<file path="src/rtl/bpar_pkg.sv">
package bpar_pkg;
    typedef enum logic [1:0] {
        PH_IDLE  = 2'd0,
        PH_WDATA = 2'd1,
        PH_RDATA = 2'd2
    } bus_phase_e;

    // position of the write flag inside the command field
    localparam int unsigned WR_CMD_BIT = 0;
endpackage

</file>
<file path="src/rtl/bpar_phase_fsm.sv">
module bpar_phase_fsm
    import bpar_pkg::*;
(
    input  logic clk,
    input  logic rst_n,
    input  logic frame,
    input  logic irdy,
    input  logic trdy,
    input  logic is_initiator,
    input  logic cmd_write,
    output logic recv_valid
);
    bus_phase_e state_q;
    bus_phase_e state_d;
    logic       data_done;

    assign data_done = irdy && trdy;

    // state register
    always_ff @(posedge clk or negedge rst_n) begin
        if (!rst_n) begin
            state_q <= PH_IDLE;
        end else begin
            state_q <= state_d;
        end
    end

    // transitions: T_START, T_LAST, T_HOLD
    always_comb begin
        state_d = state_q;
        unique case (state_q)
            PH_IDLE: begin
                if (frame) begin
                    state_d = cmd_write ? PH_WDATA : PH_RDATA;
                end
            end
            PH_WDATA, PH_RDATA: begin
                if (data_done && !frame) begin
                    state_d = PH_IDLE;
                end
            end
            default: state_d = PH_IDLE;
        endcase
    end

    // outputs: which cycles carry parity this agent receives
    always_comb begin
        recv_valid = 1'b0;
        unique case (state_q)
            PH_IDLE:  recv_valid = frame && !is_initiator;
            PH_WDATA: recv_valid = irdy && !is_initiator;
            PH_RDATA: recv_valid = trdy && is_initiator;
            default:  recv_valid = 1'b0;
        endcase
    end

    AST_START_LEAVES_IDLE: assert property (@(posedge clk) disable iff (!rst_n)
        (state_q == PH_IDLE && frame) |=> (state_q != PH_IDLE));

    AST_LAST_TO_IDLE: assert property (@(posedge clk) disable iff (!rst_n)
        (state_q != PH_IDLE && irdy && trdy && !frame) |=> (state_q == PH_IDLE));
endmodule

</file>
<file path="src/rtl/bpar_gen.sv">
module bpar_gen #(
    parameter int unsigned DATA_W = 32,
    parameter int unsigned CMD_W  = 4
) (
    input  logic              clk,
    input  logic              rst_n,
    input  logic [DATA_W-1:0] bus_data,
    input  logic [CMD_W-1:0]  bus_cmd,
    input  logic              ad_oe,
    output logic              cur_par,
    output logic              par_out,
    output logic              par_oe
);
    localparam int unsigned COVER_W = DATA_W + CMD_W;

    logic [COVER_W-1:0] covered;

    assign covered = {bus_cmd, bus_data};
    assign cur_par = ^covered;

    always_ff @(posedge clk or negedge rst_n) begin
        if (!rst_n) begin
            par_out <= 1'b0;
            par_oe  <= 1'b0;
        end else begin
            par_out <= cur_par;
            par_oe  <= ad_oe;
        end
    end

    always @(negedge clk) begin
        if (!rst_n) begin
            AST_RESET_QUIET: assert (par_out == 1'b0 && par_oe == 1'b0);
        end
    end
endmodule

</file>
<file path="src/rtl/bpar_chk.sv">
module bpar_chk (
    input  logic clk,
    input  logic rst_n,
    input  logic recv_valid,
    input  logic cur_par,
    input  logic par_in,
    output logic par_err
);
    logic chk_q;
    logic exp_q;

    always_ff @(posedge clk or negedge rst_n) begin
        if (!rst_n) begin
            chk_q   <= 1'b0;
            exp_q   <= 1'b0;
            par_err <= 1'b0;
        end else begin
            chk_q   <= recv_valid;
            exp_q   <= cur_par;
            par_err <= chk_q && (par_in != exp_q);
        end
    end

    always @(negedge clk) begin
        if (!rst_n) begin
            AST_ERR_QUIET_RESET: assert (par_err == 1'b0);
        end
    end
endmodule

</file>
<file path="src/rtl/bus_parity_tracker.sv">
module bus_parity_tracker
    import bpar_pkg::*;
#(
    parameter int unsigned DATA_W = 32,
    parameter int unsigned CMD_W  = 4
) (
    input  logic              clk,
    input  logic              rst_n,
    input  logic [DATA_W-1:0] bus_data,
    input  logic [CMD_W-1:0]  bus_cmd,
    input  logic              frame,
    input  logic              irdy,
    input  logic              trdy,
    input  logic              is_initiator,
    input  logic              ad_oe,
    input  logic              par_in,
    output logic              par_out,
    output logic              par_oe,
    output logic              par_err
);
    logic recv_valid;
    logic cur_par;

    bpar_phase_fsm u_fsm (
        .clk          (clk),
        .rst_n        (rst_n),
        .frame        (frame),
        .irdy         (irdy),
        .trdy         (trdy),
        .is_initiator (is_initiator),
        .cmd_write    (bus_cmd[WR_CMD_BIT]),
        .recv_valid   (recv_valid)
    );

    bpar_gen #(.DATA_W(DATA_W), .CMD_W(CMD_W)) u_gen (
        .clk      (clk),
        .rst_n    (rst_n),
        .bus_data (bus_data),
        .bus_cmd  (bus_cmd),
        .ad_oe    (ad_oe),
        .cur_par  (cur_par),
        .par_out  (par_out),
        .par_oe   (par_oe)
    );

    bpar_chk u_chk (
        .clk        (clk),
        .rst_n      (rst_n),
        .recv_valid (recv_valid),
        .cur_par    (cur_par),
        .par_in     (par_in),
        .par_err    (par_err)
    );

    AST_PAR_LAGS_BUS: assert property (@(posedge clk) disable iff (!rst_n)
        $past(rst_n) |-> (par_out == $past(^{bus_cmd, bus_data})));

    AST_OE_LAGS_ENABLE: assert property (@(posedge clk) disable iff (!rst_n)
        $past(rst_n) |-> (par_oe == $past(ad_oe)));

    AST_ERR_REAL_MISMATCH: assert property (@(posedge clk) disable iff (!rst_n)
        par_err |-> ($past(par_in) != $past(^{bus_cmd, bus_data}, 2)));

    AST_ERR_ONLY_RECEIVED: assert property (@(posedge clk) disable iff (!rst_n)
        par_err |-> $past(recv_valid, 2));
endmodule

</file>
<file path="config.mk">
export PLATFORM = sky130hd
export DESIGN_NAME = bus_parity_tracker
export DESIGN_NICKNAME = d
export VERILOG_FILES = /design/src/rtl/bpar_pkg.sv /design/src/rtl/bpar_phase_fsm.sv /design/src/rtl/bpar_gen.sv /design/src/rtl/bpar_chk.sv /design/src/rtl/bus_parity_tracker.sv
export SDC_FILE = /design/constraint.sdc
export NUM_CORES = 1
export LEC_CHECK = 0
export BUFFER_PORTS_ARGS = -buffer_cell sky130_fd_sc_hd__buf_2
export CAP_MARGIN = 20
export CORE_MARGIN = 2
export CORE_UTILIZATION = 41
export DETAILED_ROUTE_END_ITERATION = 16
export PLACE_DENSITY = 0.82
export SYNTH_ARGS = -nofsm -noshare
export SYNTH_HDL_FRONTEND = slang
export SYNTH_SLANG_ARGS = --single-unit
</file>
<file path="constraint.sdc">
create_clock -name clk -period 3.6 [get_ports clk]
set_input_delay 0.54 -clock clk [delete_from_list [all_inputs] [get_ports clk]]
set_output_delay 0.54 -clock clk [all_outputs]
set_load 0.1 [all_outputs]
</file>
Word-level counts from Yosys, hierarchy flattened:

Cells that the tools add are included.

* register bits: 6
* input bits: 44
* output and inout port bits: 3
* word-level logic and storage cells: 27

* equal/unequal tests: 5
* mux-type cells: 5
* reduce and logical (&&, ||, !) cells: 12

Operator list (count)
* $reduce_xor 36->1: 1
* $logic_and 1x1->1: 6
* $mux 2: 3
* $pmux 2 s2: 1
* $pmux 1 s3: 1
* $eq 2x1->1 const B: 1
* $eq 2x2->1 const B: 1
* $logic_not 1->1: 2
* $logic_not 2->1: 1
* $ne 2x1->1 const B: 1
* $ne 2x2->1 const B: 1
* $reduce_and 2->1: 1
* $reduce_or 2->1: 1
* $ne 1x1->1: 1

Depth between registers and ports, before layout:

* depth after elaboration: 4
* gate-level depth with buffers: 6
* depth with buffers taken out: 6

Modules after synthesis:

From an unflattened synthesis, not the netlist that was laid out.

* cells, all modules: 60
* area, all modules: 635.6 µm²

Modules (own cells, without submodules)
* bpar_gen: times used 1, cells each 36, area an instance 361.6 µm², sequential area each 50.0 µm²
* bpar_phase_fsm: times used 1, cells each 19, area an instance 183.9 µm², sequential area each 50.0 µm²
* bpar_chk: times used 1, cells each 5, area an instance 90.1 µm², sequential area each 75.1 µm²

Worst setup path before layout:

No wires, ideal clock.

* path type: in2reg
* start: input port bus_data[9]
* end: register u_gen.par_out
* library setup time: 0.123 ns
* arrival: 1.527 ns
* required time: 3.477 ns
* slack: 1.950 ns
* stages on the path: 5
* buffers on the path: 0
* cell sequence: xor2_1 xnor2_1 xnor2_2 xnor3_1 xnor2_1

* longest elaborated chain between the ends: 1

RTL lines
* start, declared: line bus_parity_tracker.sv:9 `input logic [DATA_W-1:0] bus_data,`
* $reduce_xor 36->1: line bpar_gen.sv:19 `assign cur_par = ^covered;`
* net cur_par: line bus_parity_tracker.sv:22 `logic cur_par;`
* end signal, assigned: line bpar_gen.sv:26 `par_out <= cur_par;`
* end, declared: line bpar_gen.sv:11 `output logic par_out,`

The timed path passes the listed nets, and every way through them passes these cells.
A chain may end at the register's enable or synchronous reset.

Worst setup path after layout:

* start: input port bus_cmd[0]
* end: register u_gen.par_out

* longest elaborated chain between the ends: 1

RTL lines
* start, declared: line bus_parity_tracker.sv:10 `input logic [CMD_W-1:0] bus_cmd,`
* $reduce_xor 36->1: line bpar_gen.sv:19
* net cur_par: line bus_parity_tracker.sv:22

The timed path passes the listed nets, and every way through them passes these cells.

==> impl_metrics.py <==
metrics = {
    "detailed_routing": {
        "wirelength_mm": 1.17,
        "first_pass_iters": 4,
        "drcViolationCount": 0,
        "wl_per_cell_um": 9.27,
        "dr.first_iter.drc_count": 4,
        "ant_nets": 0,
        "viasPerCell": 4.60,
        "vias": 580,
    },
    "cts": {
        "cts_tree": "done",
        "ctsLongestPathBuffers": 2,
        "cts_buffers": 3,
        "worstSkewPairLatency_ns": 0.24,
        "clock_sinks": 6,
        "htreeDepth": 1,
        "cts-root-buf": "clkbuf_4",
        "cts-resized-gates": 0,
        "cts.clk_slew.worst_paths_ns": 0.05,
        "hold_buffers": 0,
        "cts_setup_buffers": 0,
    },
    "global_routing": {
        "antenna_found_initial": 0,
        "grt_pass1_vias": 605,
        "grt_pass1_wl_mm": 2.15,
        "grt_max_degree": 7,
        "track_usage_pct": 15.3,
        "grt_overflow_total": 0,
    },
    "status": {
        "status": "finished clean",
    },
    "synthesis": {
        "yosysSeqAreaShare_pct": 24.5,
        "synth_cell_type_count": 16,
        "syn_avg_cell_area_um2": 9.89,
        "synth_nets": 110,
        "synth_cells": 62,
        "ys_seq_elements": 6,
        "synthesis.area_um2": 613,
        "yosysWarnings": 0,
    },
    "cells_and_area": {
        "finish.instance_area_um2": 885,
        "final_cell_mix": "buf_2, xnor2_1, dfrtp_1",
        "fillers": 110,
        "nets": 161,
        "area_delta_synth_final_pct": 44.3,
        "final_cell_count_no_fill": 126,
        "final_common_cell": "buf_2",
        "drive_gt1_share_pct": 45.9,
        "final-seq-area_um2": 150,
        "n_antenna_cell": 0,
        "multi_input_area_um2": 452,
    },
    "sta": {
        "drv_slew": 0,
        "grt_setup_unrepaired": "false",
        "worst_pin_slew_ns": 0.484,
        "setup_viol": 0,
        "slew-limit-headroom_pct": 68.0,
        "fin_tns_setup_ns": 0,
        "fin_skew_ns": 0.00603,
        "fmax_ghz": 0.634,
        "finalCritPeriodShare_pct": 43.8,
        "finalCriticalPeriod_ns": 1.58,
        "hold_violations": 0,
    },
    "die": {
        "core_mm2": 0.00135,
        "die_h_um": 42.7,
        "start_util_pct": 45.4,
        "num_rows": 13,
        "io_pins": 47,
        "die_x_um": 42.7,
        "design.die.area_mm2": 0.00182,
    },
    "setup_path": {
        "slowest_stage": "xnor3_1",
        "crit_top_cell": "xnor2_1",
        "worst-path-buf-inv": 1,
        "crit_type": "in -> reg",
        "cpPeakStageDelay_ns": 0.42,
        "worst_ep_arrival_time_ns": 1.70,
        "crit_chain": "buf_2, xnor2_1, xnor2_1, xnor2_1, xnor3_1, xnor2_1",
        "cp.required_ns": 3.72,
        "cp-start-kind": "primary input",
        "cp_max_fo": 3,
        "end_kind": "flop",
        "path_delay_family": "XOR/XNOR gates",
    },
    "hold_path": {
        "hp-class": "in -> async",
    },
    "power": {
        "powerDensity_mw_per_mm2": 511,
        "ir_drop_mv": 0.311,
        "leakagePower_nw": 0.444,
    },
    "placed_design": {
        "hpwlAfterDp_mm": 1.09,
        "dp.cells": 123,
        "dpl_cell_area_um2": 862,
        "gp_congestion": 0.691,
        "io_buffer_count": 46,
    },
    "job": {
        "maxCapViolations": 0,
    },
}
==> synthesized netlist by cell type, drive strengths merged <==
master,n,share of area [%]
o31ai,1,1.2
nand2b,1,1.0
xnor3,1,3.7
xnor2,29,43
dfrtp,6,24
nand3,1,0.82
nand2,4,2.4
nor2,1,0.61
a21oi,1,0.82
xor2,5,7.1
ha,4,8.2
o21ai,3,2.4
and2,1,1.0
a22o,1,1.6
inv,3,1.8
==> registers in the layout, indices dropped and copies added, names as in the netlist <==
register	flops
u_fsm.state_q	2
u_chk.chk_q	1
u_chk.par_err	1
u_gen.par_oe	1
u_gen.par_out	1
==> cell type report <==
cell class                      count  area share (%)
Inverter                            3            1.27
Sequential cell                     6            17.0
Tap cell                           15            2.12
Clock buffer                        3            2.55
Multi-Input combinational cell     53            51.1
Timing Repair Buffer               46            26.0
==> report_power, final <==
part	switching, mW	internal (mW)	leakage, nW
clock	0.0227	0.0376	0.0138
sequential	0.0141	0.0912	0.0763
combinational	0.157	0.129	0.354
==> layer usage <==
metal	GRT usage [%]	wire [um]	up-vias	share of wire, %
met1	14.7	357	249	31
li1	-	-	293	-
met4	4.38	12	0	1.0
met3	6.38	141	2	12
met2	29.1	657	36	56
met5	0	0	-	0
==> metrics by stage <==
step | util (%) | setup slack [ns] | power, mW | hold slack [ns]
after global placement | 63.9 | 1.80 | 0.388 | 0.363
after detailed placement | 63.9 | 1.76 | 0.395 | 0.368
after CTS | 65.5 | 2.01 | 0.458 | 0.105
final | 65.5 | 2.02 | 0.452 | 0.110
after floorplan | - | 1.95 | 0.336 | 0.244
after global routing | 65.5 | 1.95 | 0.497 | 0.112
==> worst register-to-register path, delay by kind of cell (launching register included) <==
family / cells / cell delay, ns
flops: 1 / 0.41
fa+ha+maj: 1 / 0.32
compound gates: 3 / 0.43
buf+inv: 1 / 0.08
==> worst paths after layout <==
check	startpoint	end	slack (ns)	depth (start not counted)
max	bus_cmd[0]	u_gen.par_out	2.02	6
min	rst_n	u_gen.par_oe	0.11	1
max reg2reg	u_fsm.state_q[0]	u_fsm.state_q[0]	2.25	5
min reg2reg	u_chk.chk_q	u_chk.par_err	0.48	1
max in group asynchronous	rst_n	u_fsm.state_q[0]	3.34	1
min in group clk	ad_oe	u_gen.par_oe	0.40	1
==> cell families after synthesis <==
group	share of synthesized area [%]
compound gates	6.12
xor+xnor	53.5
fa+ha+maj	8.16
buf+inv	1.84
flops	24.5
simple gates	5.92
(Power assumes the default switching activity.)
